--- src/rtl/mbist_pkg.sv ---
package mbist_pkg;

  localparam int MB_DATA_W = 16;

  typedef enum logic [1:0] {
    ST_IDLE,
    ST_WRITE,
    ST_READ,
    ST_DRAIN
  } mbist_state_e;

  // Data value for a given pass (0..3) and 16-bit byte address.
  function automatic logic [MB_DATA_W-1:0] mbist_pattern(
    input logic [1:0]           pass,
    input logic [MB_DATA_W-1:0] byte_addr,
    input logic [MB_DATA_W-1:0] size_mask
  );
    logic [MB_DATA_W-1:0] v;
    unique case (pass)
      2'd0:    v = byte_addr;
      2'd1:    v = byte_addr ^ size_mask;
      2'd2:    v = 16'hAA55;
      default: v = 16'h55AA;
    endcase
    return v;
  endfunction

endpackage

--- src/rtl/mbist_seq.sv ---
module mbist_seq
  import mbist_pkg::*;
#(
  parameter int WORDS   = 32768,
  parameter int WORD_AW = $clog2(WORDS)
) (
  input  logic               clk,
  input  logic               rst_n,
  input  logic               start_i,
  output logic [WORD_AW-1:0] addr_o,
  output logic [1:0]         pass_o,
  output logic               we_o,
  output logic               rd_issue_o,
  output logic               busy_o,
  output logic               done_o,
  output logic               launch_o
);

  localparam logic [WORD_AW-1:0] LAST_WORD = WORD_AW'(WORDS - 1);

  mbist_state_e       state_q;
  logic [WORD_AW-1:0] addr_q;
  logic [1:0]         pass_q;
  logic               done_q;
  logic               at_last;

  assign at_last    = (addr_q == LAST_WORD);
  assign launch_o   = (state_q == ST_IDLE) && start_i;
  assign we_o       = (state_q == ST_WRITE);
  assign rd_issue_o = (state_q == ST_READ);
  assign busy_o     = (state_q != ST_IDLE);
  assign done_o     = done_q;
  assign addr_o     = addr_q;
  assign pass_o     = pass_q;

  always_ff @(posedge clk or negedge rst_n) begin
    if (!rst_n) begin
      state_q <= ST_IDLE;
      addr_q  <= '0;
      pass_q  <= 2'd0;
      done_q  <= 1'b0;
    end else begin
      done_q <= (state_q == ST_DRAIN);
      unique case (state_q)
        ST_IDLE: begin
          if (start_i) begin
            state_q <= ST_WRITE;
            addr_q  <= '0;
            pass_q  <= 2'd0;
          end
        end
        ST_WRITE: begin
          if (at_last) begin
            addr_q  <= '0;
            state_q <= ST_READ;
          end else begin
            addr_q <= addr_q + 1'b1;
          end
        end
        ST_READ: begin
          if (at_last) begin
            addr_q <= '0;
            if (pass_q == 2'd3) begin
              state_q <= ST_DRAIN;
            end else begin
              pass_q  <= pass_q + 1'b1;
              state_q <= ST_WRITE;
            end
          end else begin
            addr_q <= addr_q + 1'b1;
          end
        end
        default: state_q <= ST_IDLE;
      endcase
    end
  end


  run_entry_chk: assert property (@(posedge clk) disable iff (!rst_n)
    $rose(busy_o) |-> (addr_o == '0 && we_o && pass_o == 2'd0));


  pass_step_chk: assert property (@(posedge clk) disable iff (!rst_n)
    (busy_o && $past(busy_o)) |-> (pass_o == $past(pass_o) || pass_o == $past(pass_o) + 2'd1));


  done_width_chk: assert property (@(posedge clk) disable iff (!rst_n)
    done_o |=> !done_o);


  done_idle_chk: assert property (@(posedge clk) disable iff (!rst_n)
    done_o |-> !busy_o);


  no_relaunch_chk: assert property (@(posedge clk) disable iff (!rst_n)
    (we_o && start_i && !at_last) |=> (we_o && addr_o == $past(addr_o) + 1'b1));

endmodule

--- src/rtl/mbist_patgen.sv ---
module mbist_patgen
  import mbist_pkg::*;
#(
  parameter int MEM_BYTES = 65536,
  parameter int WORD_AW   = $clog2(MEM_BYTES / 2)
) (
  input  logic [WORD_AW-1:0]   addr_i,
  input  logic [1:0]           pass_i,
  output logic [MB_DATA_W-1:0] pattern_o
);

  localparam logic [MB_DATA_W-1:0] SIZE_MASK = MB_DATA_W'(MEM_BYTES - 1);

  logic [MB_DATA_W-1:0] byte_addr;

  assign byte_addr = MB_DATA_W'({addr_i, 1'b0});
  assign pattern_o = mbist_pattern(pass_i, byte_addr, SIZE_MASK);

endmodule

--- src/rtl/mbist_cmp.sv ---
module mbist_cmp
  import mbist_pkg::*;
#(
  parameter int CNT_W = 32
) (
  input  logic                 clk,
  input  logic                 rst_n,
  input  logic                 clear_i,
  input  logic                 rd_issue_i,
  input  logic [MB_DATA_W-1:0] exp_i,
  input  logic [MB_DATA_W-1:0] rdata_i,
  output logic                 miss_o,
  output logic [CNT_W-1:0]     count_o
);

  localparam logic [CNT_W-1:0] CNT_MAX = {CNT_W{1'b1}};

  logic                 vld_q;
  logic [MB_DATA_W-1:0] exp_q;
  logic [CNT_W-1:0]     cnt_q;

  assign miss_o  = vld_q && (rdata_i != exp_q);
  assign count_o = cnt_q;

  always_ff @(posedge clk or negedge rst_n) begin
    if (!rst_n) begin
      vld_q <= 1'b0;
      exp_q <= '0;
      cnt_q <= '0;
    end else begin
      vld_q <= rd_issue_i;
      exp_q <= exp_i;
      if (clear_i) begin
        cnt_q <= '0;
      end else if (miss_o && cnt_q != CNT_MAX) begin
        cnt_q <= cnt_q + 1'b1;
      end
    end
  end


  sat_hold_chk: assert property (@(posedge clk) disable iff (!rst_n)
    (count_o == CNT_MAX && !clear_i) |=> (count_o == CNT_MAX));


  unit_step_chk: assert property (@(posedge clk) disable iff (!rst_n)
    !clear_i |=> (count_o == $past(count_o) || count_o == $past(count_o) + 1'b1));


  miss_counts_chk: assert property (@(posedge clk) disable iff (!rst_n)
    (miss_o && !clear_i && count_o != CNT_MAX) |=> (count_o == $past(count_o) + 1'b1));

endmodule

--- src/rtl/pktbuf_mbist.sv ---
module pktbuf_mbist
  import mbist_pkg::*;
#(
  parameter int MEM_BYTES = 65536,
  parameter int CNT_W     = 32,
  parameter int WORDS     = MEM_BYTES / 2,
  parameter int WORD_AW   = $clog2(WORDS)
) (
  input  logic                 clk,
  input  logic                 rst_n,
  input  logic                 start_i,
  output logic [WORD_AW-1:0]   mem_addr_o,
  output logic [MB_DATA_W-1:0] mem_wdata_o,
  output logic                 mem_we_o,
  input  logic [MB_DATA_W-1:0] mem_rdata_i,
  output logic                 busy_o,
  output logic                 done_o,
  output logic [CNT_W-1:0]     fault_cnt_o
);

  logic [WORD_AW-1:0]   seq_addr;
  logic [1:0]           seq_pass;
  logic                 seq_we;
  logic                 seq_rd;
  logic                 seq_launch;
  logic [MB_DATA_W-1:0] cur_pattern;
  logic                 word_miss;

  mbist_seq #(.WORDS(WORDS), .WORD_AW(WORD_AW)) u_seq (
    .clk        (clk),
    .rst_n      (rst_n),
    .start_i    (start_i),
    .addr_o     (seq_addr),
    .pass_o     (seq_pass),
    .we_o       (seq_we),
    .rd_issue_o (seq_rd),
    .busy_o     (busy_o),
    .done_o     (done_o),
    .launch_o   (seq_launch)
  );

  mbist_patgen #(.MEM_BYTES(MEM_BYTES), .WORD_AW(WORD_AW)) u_pat (
    .addr_i    (seq_addr),
    .pass_i    (seq_pass),
    .pattern_o (cur_pattern)
  );

  mbist_cmp #(.CNT_W(CNT_W)) u_cmp (
    .clk        (clk),
    .rst_n      (rst_n),
    .clear_i    (seq_launch),
    .rd_issue_i (seq_rd),
    .exp_i      (cur_pattern),
    .rdata_i    (mem_rdata_i),
    .miss_o     (word_miss),
    .count_o    (fault_cnt_o)
  );

  assign mem_addr_o  = seq_addr;
  assign mem_wdata_o = cur_pattern;
  assign mem_we_o    = seq_we;


  idle_hold_chk: assert property (@(posedge clk) disable iff (!rst_n)
    (!busy_o && $past(!busy_o)) |-> $stable(fault_cnt_o));


  idle_no_miss_chk: assert property (@(posedge clk) disable iff (!rst_n)
    (!busy_o && !done_o) |-> !word_miss);


  no_write_idle_chk: assert property (@(posedge clk) disable iff (!rst_n)
    !busy_o |-> !mem_we_o);

endmodule

--- config.mk ---
export PLATFORM = sky130hd
export DESIGN_NAME = pktbuf_mbist
export DESIGN_NICKNAME = d
export VERILOG_FILES = /design/src/rtl/mbist_pkg.sv /design/src/rtl/mbist_seq.sv /design/src/rtl/mbist_patgen.sv /design/src/rtl/mbist_cmp.sv /design/src/rtl/pktbuf_mbist.sv
export SDC_FILE = /design/constraint.sdc
export NUM_CORES = 1
export LEC_CHECK = 0
export BUFFER_PORTS_ARGS = -buffer_cell sky130_fd_sc_hd__buf_2
export CAP_MARGIN = 25
export CORE_UTILIZATION = 50
export CTS_CLUSTER_DIAMETER = 60
export CTS_CLUSTER_SIZE = 25
export DETAILED_ROUTE_END_ITERATION = 8
export PLACE_DENSITY = 0.75
export SLEW_MARGIN = 25
export SYNTH_ARGS = -nofsm -noshare
export SYNTH_HDL_FRONTEND = slang
export SYNTH_SLANG_ARGS = --single-unit
--- constraint.sdc ---
create_clock -name clk -period 5.15 [get_ports clk]
set_input_delay 0.7725 -clock clk [delete_from_list [all_inputs] [get_ports clk]]
set_output_delay 0.7725 -clock clk [all_outputs]
set_load 0.005 [all_outputs]
==> out/results.txt <==
Most frequent cells in the layout - buf_2 (84), dfrtp_1 (69), nor2_1 (32), o21ai_0 (26), nand3_1 (23)
Status - complete, no violations
Internal power - 1.108 mW
Worst slew pin tran - 0.9509 ns
Crit path max-delay cell type - dfrtp_1
Starting Density - 51.98%
Final-stage net count - 514
Layout fillers - 625
Seq/Total Area, Yosys - 45.80%
Die Height - 88.83 microns
Lkg Pwr - 2.139 nW
Net switching power - 597.7 uW
Initial antenna violation count - 0
CP startpoint kind - flip-flop
Clk_lat worst skew - 0.35 ns
FMAX - 365.8 MHz
Routed WL - 8668 microns
Slew Viols, Final - 0
I/O Pins - 85
Worst Setup End Kind - output pin
# rows - 31
WP buf/inv - 2
Gate Count Post-Synth - 401
# diodes - 0
Crit-path max cell delay - 0.47 ns
Comb pwr share - 30.4%
Routability Congestion - 0.8531
Root Buffer Master - clkbuf_8
Critical path peak fanout - 15
Pwr Density - 379.7 mW/mm^2
Register area - 0.001727 sq mm
Synthesized area per cell - 9.401 sq um
Syn Nets - 431
Synth Cell Area - 0.003770 sq mm
Drt first-iter violations - 148
Slew headroom - 36.61%
Number of global-route vias before repair - 2965
Clock Power Share - 29.2%
H-tree levels - 3
Reg power frac - 40.4%
Placed inst area - 0.004268 sq mm
DR pass1 iterations - 4
Worst Hold Class - flip-flop to flip-flop
Final Setup Violations - 0
Chip width - 88.83 microns
CTS Buffer Depth - 2
Min Tclk post-route - 2.733 ns
WP data required - 4.38 ns
Synth warn - 0
RSZ-0062 raised after global routing - false
Seq cells post-synth - 69
Final setup TNS - 0 ns
Cts bufs inserted - 9
Layout Utilization - 61.95%
CTS tree - yes
Die area - 0.007891 sq mm
Switching Share - 35.04%
WL per Instance - 14.74 microns
Clock Skew - 0.01261 ns
Worst-path cell chain - inv_1, ha_1, and2_1, a211oi_1, nor2_1, buf_2
Worst slack, placed - 2.072 ns
Final hold slack - 0.5516 ns
Post CTS Setup Buffer Count - 0
Global route overflow - 0
Mean number of vias per cell - 5.629
Clock transition at path regs - 0.07 ns
Setup CP Type - flip-flop to output pin
Largest net degree at the start of global routing - 70
# Max-Cap Violations - 0
Clk sinks - 69
Area of the multi-input gates - 0.001929 sq mm
First-pass GRT wire length - 14040 microns
CTS Hold Buffers Added - 0
Fraction of layout cells with a size suffix above 1 - 22.49%
Most common cell after layout, fill and taps aside - buf_2
PortBufs - 84
Area grow syn2layout - 19.18%
CP top delay family - flip-flops
Crit path arrival time - 1.96 ns
DR vias - 3310
Final Hold Vio Count - 0
PnR worst setup slack - 2.417 ns
Post-DRT Antenna Nets - 0
Hpwl dp - 6337 microns
Fin crit share - 53.08%
Core ar. - 0.007253 sq mm
Final instance area - 0.004493 sq mm
Post_cts resized - 0
Worst vdd ir - 0.2645 mV
Drt drc - 0
Synth cell types - 42
GRT Resource Usage Total - 23.51%
-- synthesized netlist by cell type --
master    count  area, sq um
o31a_1        1        8.760
nand2b_4      1        13.76
a31o_2        3        26.28
nand2_1      22        82.58
nor3b_1       1        7.510
and3_1        2        12.51
a21o_1        1        7.510
nor3_1        7        35.03
mux2i_1       3        30.03
a31oi_1       3        18.77
nand3b_1      2        15.01
nor2b_1      19        118.9
or4_1         5        37.54
a211o_1       8        70.07
nand4_1      17        106.4
o22ai_1       1        6.260
nand2b_1      7        43.79
a211oi_1      9        67.56
o21a_1        2        15.01
o211ai_1      4        30.03
and4_1        4        35.03
nand3_1      23        115.1
nor4_2        2        25.02
or2_2         2        12.51
clkbuf_1      9        33.78
o21ai_0      26        130.1
a41o_1        2        20.02
o31ai_1      10        75.07
nor2_1       32        120.1
nor4_1        5        31.28
and2_1        2        12.51
buf_2         4        20.02
ha_1         11        137.6
xnor2_1      20        175.2
or4_4         2        22.52
or2_1         1        6.260
inv_1        16        60.06
or3_1        14        87.58
xor2_1        6        52.55
a21boi_0      1        7.510
a21oi_1      22        110.1
dfrtp_1      69         1727
-- cells by family after synthesis --
kind of cell	share of synthesized area, %
AND/OR/NAND/NOR	24.96
XOR/XNOR	6.041
multiplexers	0.7966
AO/OA/AOI/OAI	15.73
buffers and inverters	3.020
flip-flops	45.80
adder cells (fa/ha/maj)	3.651
-- path summary, 6_finish.rpt --
path	slack, ns	depth (start not counted)	endpoint	start
max	2.42	6	mem_wdata_o[15]	u_seq.pass_o[0]
min	0.55	1	u_seq.state_q[0]	u_seq.state_q[0]
max reg2reg	2.57	7	u_cmp.count_o[8]	u_cmp.count_o[0]
min reg2reg	0.55	1	u_seq.state_q[0]	u_seq.state_q[0]
max in group asynchronous	3.96	2	u_cmp.count_o[23]	rst_n
min in group asynchronous	0.62	2	u_cmp.count_o[3]	rst_n
-- sequential cells by signal, indices dropped and copies added, names as in the netlist --
name,cells
u_cmp.vld_q,1
u_cmp.count_o,32
u_seq.done_o,1
u_seq.state_q,2
u_seq.pass_o,2
u_cmp.exp_q,16
u_seq.addr_o,15
-- power by group through the flow --
stage	sequential (mW)	clock, mW	combinational, mW
after floorplan	0.684	0	0.361
after detailed placement	0.699	0	0.522
after CTS	0.688	0.510	0.524
after global placement	0.696	0	0.512
final	0.689	0.498	0.519
after global routing	0.700	0.532	0.589
-- per-stage QoR --
stage                     std cells  total power [mW]
final                           588             1.706
after global routing            588             1.820
after CTS                       588             1.721
after detailed placement        572             1.221
after global placement          572             1.208
after floorplan                 401             1.045
-- final cells by class --
type / count / share of cell area, %
repair buffers: 85 / 9.524
multi-input cells: 303 / 42.94
inverters: 16 / 1.337
clock buffers: 11 / 3.147
well taps: 99 / 2.757
clock inverters: 5 / 1.866
flip-flops and latches: 69 / 38.43
-- metal layers --
layer  global-route usage (%)  up-vias  wire (microns)
li1                         -     1622               -
met1                    31.19     1589            3999
met2                    38.18       78            4154
met3                    3.825       21             314
met4                    10.12        0             200
met5                        0        -               0
No activity file was read; power rests on OpenSTA's default activity.
